==> src/rtl/stky_pkg.sv <==
package stky_pkg;
    localparam int REG_W = 8;

    typedef enum logic [1:0] {
        ST_CLEAR = 2'd0,
        ST_LIVE  = 2'd1,
        ST_HELD  = 2'd2
    } bit_st_e;
endpackage

==> src/rtl/stky_bit_fsm.sv <==
module stky_bit_fsm
    import stky_pkg::*;
(
    input  logic clk,
    input  logic rst_n,
    input  logic cond_i,
    input  logic rd_clr_i,
    output logic set_o
);
    bit_st_e st_q, st_d;

    always_comb begin
        st_d = st_q;
        unique case (st_q)
            ST_CLEAR: if (cond_i) st_d = ST_LIVE;            // T_SET
            ST_LIVE: begin
                if (!cond_i && rd_clr_i)  st_d = ST_CLEAR;   // T_DROP_READ
                else if (!cond_i)         st_d = ST_HELD;    // T_DROP
            end
            ST_HELD: begin
                if (cond_i)        st_d = ST_LIVE;           // T_REASSERT (set wins)
                else if (rd_clr_i) st_d = ST_CLEAR;          // T_ACK
            end
            default: st_d = ST_CLEAR;
        endcase
    end

    always_ff @(posedge clk or negedge rst_n) begin
        if (!rst_n) st_q <= ST_CLEAR;
        else        st_q <= st_d;
    end

    always_comb begin
        set_o = (st_q != ST_CLEAR);
    end
endmodule

==> src/rtl/stky_bank.sv <==
module stky_bank
    import stky_pkg::*;
#(
    parameter logic [REG_W-1:0] USED = '1
) (
    input  logic             clk,
    input  logic             rst_n,
    input  logic [REG_W-1:0] cond_i,
    input  logic             rd_clr_i,
    output logic [REG_W-1:0] stat_o
);
    logic [REG_W-1:0] cond_live;

    always_comb cond_live = cond_i & USED;

    for (genvar i = 0; i < REG_W; i++) begin : g_bit
        stky_bit_fsm u_bit (
            .clk      (clk),
            .rst_n    (rst_n),
            .cond_i   (cond_live[i]),
            .rd_clr_i (rd_clr_i),
            .set_o    (stat_o[i])
        );
    end
endmodule

==> src/rtl/stky_regif.sv <==
module stky_regif
    import stky_pkg::*;
#(
    parameter int                AW      = 8,
    parameter logic [AW-1:0]     A_STAT1 = 'h41,
    parameter logic [AW-1:0]     A_STAT2 = 'h42,
    parameter logic [AW-1:0]     A_MASK1 = 'h74,
    parameter logic [AW-1:0]     A_MASK2 = 'h75,
    parameter logic [REG_W-1:0]  USED1   = 'h76,
    parameter logic [REG_W-1:0]  USED2   = 'hFE
) (
    input  logic             clk,
    input  logic             rst_n,
    input  logic [AW-1:0]    addr,
    input  logic             rd_en,
    input  logic             wr_en,
    input  logic [REG_W-1:0] wdata,
    input  logic [REG_W-1:0] stat1,
    input  logic [REG_W-1:0] stat2,
    output logic [REG_W-1:0] rdata,
    output logic [REG_W-1:0] mask1,
    output logic [REG_W-1:0] mask2,
    output logic             rd_clr1,
    output logic             rd_clr2
);
    localparam logic [REG_W-1:0] SUM_BIT = {1'b1, {(REG_W-1){1'b0}}};

    always_ff @(posedge clk or negedge rst_n) begin
        if (!rst_n) begin
            mask1 <= '0;
            mask2 <= '0;
        end else if (wr_en) begin
            if (addr == A_MASK1) mask1 <= wdata & USED1;
            if (addr == A_MASK2) mask2 <= wdata & USED2;
        end
    end

    always_comb begin
        rd_clr1 = rd_en && (addr == A_STAT1);
        rd_clr2 = rd_en && (addr == A_STAT2);
    end

    always_comb begin
        rdata = '0;
        if (rd_en) begin
            unique case (1'b1)
                (addr == A_STAT1): rdata = stat1 | ((|stat2) ? SUM_BIT : '0);
                (addr == A_STAT2): rdata = stat2;
                (addr == A_MASK1): rdata = mask1;
                (addr == A_MASK2): rdata = mask2;
                default:           rdata = '0;
            endcase
        end
    end
endmodule

==> src/rtl/stky_irq_ctrl.sv <==
module stky_irq_ctrl
    import stky_pkg::*;
#(
    parameter int                AW      = 8,
    parameter logic [AW-1:0]     A_STAT1 = 'h41,
    parameter logic [AW-1:0]     A_STAT2 = 'h42,
    parameter logic [AW-1:0]     A_MASK1 = 'h74,
    parameter logic [AW-1:0]     A_MASK2 = 'h75,
    parameter logic [REG_W-1:0]  USED1   = 'h76,
    parameter logic [REG_W-1:0]  USED2   = 'hFE
) (
    input  logic             clk,
    input  logic             rst_n,
    input  logic [AW-1:0]    addr,
    input  logic             rd_en,
    input  logic             wr_en,
    input  logic [REG_W-1:0] wdata,
    output logic [REG_W-1:0] rdata,
    input  logic [REG_W-1:0] cond1,
    input  logic [REG_W-1:0] cond2,
    output logic             alert_n
);
    logic [REG_W-1:0] stat1, stat2, mask1, mask2;
    logic             rd_clr1, rd_clr2;

    stky_bank #(.USED(USED1)) u_bank1 (
        .clk(clk), .rst_n(rst_n), .cond_i(cond1), .rd_clr_i(rd_clr1), .stat_o(stat1)
    );

    stky_bank #(.USED(USED2)) u_bank2 (
        .clk(clk), .rst_n(rst_n), .cond_i(cond2), .rd_clr_i(rd_clr2), .stat_o(stat2)
    );

    stky_regif #(
        .AW(AW), .A_STAT1(A_STAT1), .A_STAT2(A_STAT2),
        .A_MASK1(A_MASK1), .A_MASK2(A_MASK2), .USED1(USED1), .USED2(USED2)
    ) u_regif (
        .clk(clk), .rst_n(rst_n), .addr(addr), .rd_en(rd_en), .wr_en(wr_en),
        .wdata(wdata), .stat1(stat1), .stat2(stat2), .rdata(rdata),
        .mask1(mask1), .mask2(mask2), .rd_clr1(rd_clr1), .rd_clr2(rd_clr2)
    );

    always_comb begin
        alert_n = ~|((stat1 & ~mask1) | (stat2 & ~mask2));
    end
endmodule

==> config.mk <==
export PLATFORM = sky130hd
export DESIGN_NAME = stky_irq_ctrl
export DESIGN_NICKNAME = d
export VERILOG_FILES = /design/src/rtl/stky_pkg.sv /design/src/rtl/stky_bit_fsm.sv /design/src/rtl/stky_bank.sv /design/src/rtl/stky_regif.sv /design/src/rtl/stky_irq_ctrl.sv
export SDC_FILE = /design/constraint.sdc
export NUM_CORES = 1
export LEC_CHECK = 0
export BUFFER_PORTS_ARGS = -buffer_cell sky130_fd_sc_hd__clkbuf_2
export CORE_MARGIN = 5
export CORE_UTILIZATION = 35
export CTS_CLUSTER_DIAMETER = 50
export CTS_CLUSTER_SIZE = 24
export DETAILED_ROUTE_END_ITERATION = 10
export SYNTH_ARGS = -nofsm -noshare
export SYNTH_HDL_FRONTEND = slang
export SYNTH_SLANG_ARGS = --single-unit
==> constraint.sdc <==
create_clock -name clk -period 2.3 [get_ports clk]
set_input_delay 0.46 -clock clk [delete_from_list [all_inputs] [get_ports clk]]
set_output_delay 0.46 -clock clk [all_outputs]
set_load 0.01 [all_outputs]
==> qor.json <==
{
  "cells_and_area": {
    "fraction_of_final_layout_cells_sized_beyond_drive_strength_1_pct": 49.1,
    "post-route-cell-area_mm2": 0.00252,
    "stdcell_count": 294,
    "fillCellCount": 455,
    "final_net_count": 259,
    "layout-area-overhead-vs-synth_pct": 39.8,
    "antenna_cells_inserted": 0
  },
  "placed_design": {
    "routabilityCongestion": 0.871,
    "placed_cells_incl_taps": 275,
    "dp_hpwl_um": 3310,
    "placement.cell_area_mm2": 0.00212,
    "port_buffers": 38
  },
  "synth": {
    "synth_largest_type_area_fraction_pct": 50.0,
    "synth-simple-area-share_pct": 17.1,
    "yosys-top-cells-area": "sky130_fd_sc_hd__dfrtp_1, sky130_fd_sc_hd__xnor2_1, sky130_fd_sc_hd__mux2_2, sky130_fd_sc_hd__a21boi_0, sky130_fd_sc_hd__nor3_1",
    "post_synth_instance_area_mm2": 0.00180,
    "synthCells": 164,
    "synthXorXnorAreaFrac_pct": 6.32,
    "synth_compound_gate_area_share_pct": 13.2,
    "ff_latch_count_synth": 36,
    "synth.cells.most_frequent": "sky130_fd_sc_hd__dfrtp_1, sky130_fd_sc_hd__nor3_1, sky130_fd_sc_hd__nor2_1",
    "avgSynthCellArea_um2": 11.0,
    "synthDominantAreaCellType": "sky130_fd_sc_hd__dfrtp_1",
    "sequential_area_share_after_synthesis_pct": 50.0,
    "ys_flop_type": "sky130_fd_sc_hd__dfrtp_1",
    "synth.most_common_cell": "sky130_fd_sc_hd__dfrtp_1",
    "synth_enable_flop_cells": 0,
    "synth_top_family_by_area": "simple AND/OR/NAND/NOR gates",
    "synth_adder_area_share_pct": 0,
    "asyncSetResetFlopFracSynth_pct": 100,
    "yosysWarnings": 0,
    "synth.mux.area_fraction_pct": 11.5,
    "postSynthNetCount": 200,
    "yosys.cell_types.count": 32
  },
  "critical_path": {
    "worst-path-max-fanout": 3,
    "cp_num_cells": 7,
    "critPathRequiredTime_ns": 1.84,
    "timing.critical_path.slowest_stage_cell": "sky130_fd_sc_hd__or4b_4",
    "critPathCaptureType": "output port",
    "worst-endpoint-arrival_ns": 1.83,
    "worstRegToRegCells": 3,
    "crit_path_max_incr_delay_ns": 0.55,
    "crit_path_cell_trace": "buf_6 -> or4b_4 -> a21oi_2 -> o211ai_1 -> buf_4 -> a21oi_1 -> buf_2",
    "top_cell_family_by_delay_on_the_critical_path": "simple AND/OR/NAND/NOR gates",
    "critical_path_buf_inv_count": 3,
    "crit_type": "input port to output port",
    "nature_of_the_critical_path_startpoint": "input port"
  },
  "clock_tree": {
    "clkSlewWorstSetupHoldPaths_ns": 0.08,
    "number_of_buffers_created_by_cts": 5,
    "clock_tree.buffer_depth": 2,
    "clkSinkCount": 36,
    "cts_tree": "done",
    "cts.htree.levels": 2,
    "clock_root_buffer": "sky130_fd_sc_hd__clkbuf_8",
    "insertion_delay_ns": 0.29,
    "number_of_hold_buffers_added_after_cts": 0
  },
  "sta": {
    "fin_crit_sh_pct": 99.5,
    "final_setup_vio_count": 0,
    "final.min_clock_period_ns": 2.29,
    "finalMaxSlewViolations": 0,
    "clock-skew-final_ns": 0.00686,
    "max_slew_margin_pct": 40.2,
    "fmax_mhz": 437,
    "worst-slew-pin-transition_ns": 0.897,
    "rsz0062_at_grt": "true",
    "setup_tns_ns": 0,
    "final_hold_vios": 0
  },
  "drt": {
    "post-route-drc-count": 0,
    "wirelength_um": 4420,
    "routed-via-count": 1472,
    "drt-wirelength-per-cell_um": 15.0,
    "detailedRoute.firstPassIterationCount": 4,
    "average_via_count_per_standard_cell": 5.01,
    "drt_iter0_drc": 63,
    "ant_nets": 0
  },
  "floorplanning": {
    "die_width_um": 81.8,
    "floorplan.initialDensity_pct": 35.8,
    "floorplan_die_area_mm2": 0.00669,
    "top_level_ports": 45,
    "placeableCoreArea_mm2": 0.00504,
    "placementRows": 26,
    "die_h_um": 81.8
  },
  "power": {
    "vdd.ir_drop.worst_v": 0.000351,
    "p_leak_nw": 1.12,
    "power_density_mw_per_mm2": 703
  },
  "global_route": {
    "grt_start_max_net_pins": 37,
    "antenna_found_initial": 0,
    "grt_util_all_layers_pct": 14.5,
    "first_global_vias": 1540,
    "global_route.overflow_total": 0,
    "grt_first_pass_wirelength_um": 7290
  },
  "outcome": {
    "run_status": "finished clean"
  },
  "flow_run": {
    "timing.max_cap.violations": 0
  },
  "worst_hold_path": {
    "worst_hold_path_type": "input port to async pin"
  }
}
[worst register-to-register path, stage by stage (launching register included)]
cell,delay [ns]
sky130_fd_sc_hd__dfrtp_1,0.42
sky130_fd_sc_hd__buf_4,0.15
sky130_fd_sc_hd__xnor2_1,0.15
sky130_fd_sc_hd__nor3_1,0.06
[layout make-up]
cell class | instances | area, um^2 | share of cell area [%]
clock buffer | 5 | 68.8 | 2.73
sequential | 36 | 901 | 35.7
multi-input combinational | 123 | 998 | 39.6
timing repair buffer | 57 | 374 | 14.8
tap | 70 | 87.6 | 3.48
clock inverter | 3 | 90.1 | 3.57
[repair_timing]
| item | in CTS | in global routing |
|---|---|---|
| setup endpoints to repair | 8 | 8 |
| resized for setup | 7 | 41 |
| pin swaps | 3 | 18 |
| buffers inserted | 7 | 4 |
[state kept, by name, summed over array words and instances, names as in the netlist]
| register | count |
|---|---|
| u_regif.mask1 | 5 |
| u_regif.mask2 | 7 |
| u_bank1.g_bit.u_bit.st_q | 10 |
| u_bank2.g_bit.u_bit.st_q | 14 |
[stage by stage]
| stage | hold WS, ns | setup WS (ns) | power, mW | util [%] |
|---|---|---|---|---|
| global placement | 0.485 | -0.0882 | 0.945 | 42.1 |
| global route | 0.322 | -0.0474 | 1.84 | 50.0 |
| floorplan | 0.164 | 0.134 | 0.863 | - |
| finish | 0.276 | 0.0105 | 1.77 | 50.0 |
| CTS | 0.309 | -0.0782 | 1.76 | 46.9 |
| detailed placement | 0.496 | -0.0847 | 0.949 | 42.1 |
[cell families after synthesis]
group | count (synthesis)
AND/OR/NAND/NOR | 53
other | 1
AO/OA/AOI/OAI | 39
flip-flops | 36
XOR/XNOR | 13
buffers and inverters | 5
multiplexers | 17
[path summary, 6_finish.rpt]
path / slack, ns / startpoint / endpoint
setup / recovery: 0.01 / addr[2] / rdata[4]
hold / removal: 0.28 / rst_n / u_bank1.g_bit[4].u_bit.st_q[0]
setup reg to reg: 1.41 / u_bank2.g_bit[6].u_bit.st_q[0] / u_bank2.g_bit[6].u_bit.st_q[1]
hold reg to reg: 0.51 / u_bank1.g_bit[6].u_bit.st_q[1] / u_bank1.g_bit[6].u_bit.st_q[0]
max in group asynchronous: 1.46 / rst_n / u_bank2.g_bit[5].u_bit.st_q[0]
min in group clk: 0.32 / cond1[4] / u_bank1.g_bit[4].u_bit.st_q[1]
[power breakdown]
| group | switching [mW] | leakage [nW] | internal (mW) |
|---|---|---|---|
| registers | 0.0557 | 0.464 | 0.688 |
| clock network | 0.239 | 0.0784 | 0.543 |
| logic | 0.114 | 0.575 | 0.132 |
[cells in the final DEF (no fill, tap or decap), types with 3 or more instances in the layout]
cell,netlist,final
sky130_fd_sc_hd__xnor2_1,13,13
sky130_fd_sc_hd__nor2_1,15,8
sky130_fd_sc_hd__mux2_2,10,10
sky130_fd_sc_hd__nor4_1,3,3
sky130_fd_sc_hd__mux2_4,5,5
sky130_fd_sc_hd__dfrtp_1,36,36
sky130_fd_sc_hd__o22ai_1,8,6
sky130_fd_sc_hd__clkbuf_8,0,6
sky130_fd_sc_hd__clkbuf_2,0,27
sky130_fd_sc_hd__nand3_1,3,3
sky130_fd_sc_hd__a21oi_1,12,3
sky130_fd_sc_hd__nor3_2,0,3
sky130_fd_sc_hd__bufinv_16,0,3
sky130_fd_sc_hd__nor3_1,17,12
sky130_fd_sc_hd__buf_2,0,8
sky130_fd_sc_hd__o21ai_0,6,6
sky130_fd_sc_hd__buf_4,1,17
sky130_fd_sc_hd__a21oi_2,0,9
sky130_fd_sc_hd__nor2_2,0,6
sky130_fd_sc_hd__a21boi_0,12,12
[metal layers]
metal	up-vias	track usage, %	wire [um]
li1	718	-	-
met1	708	18.7	2030
met2	35	23.2	2040
met3	11	4.39	246
met4	0	4.82	100
met5	-	0	0
No activity file was read; power rests on OpenSTA's default activity.
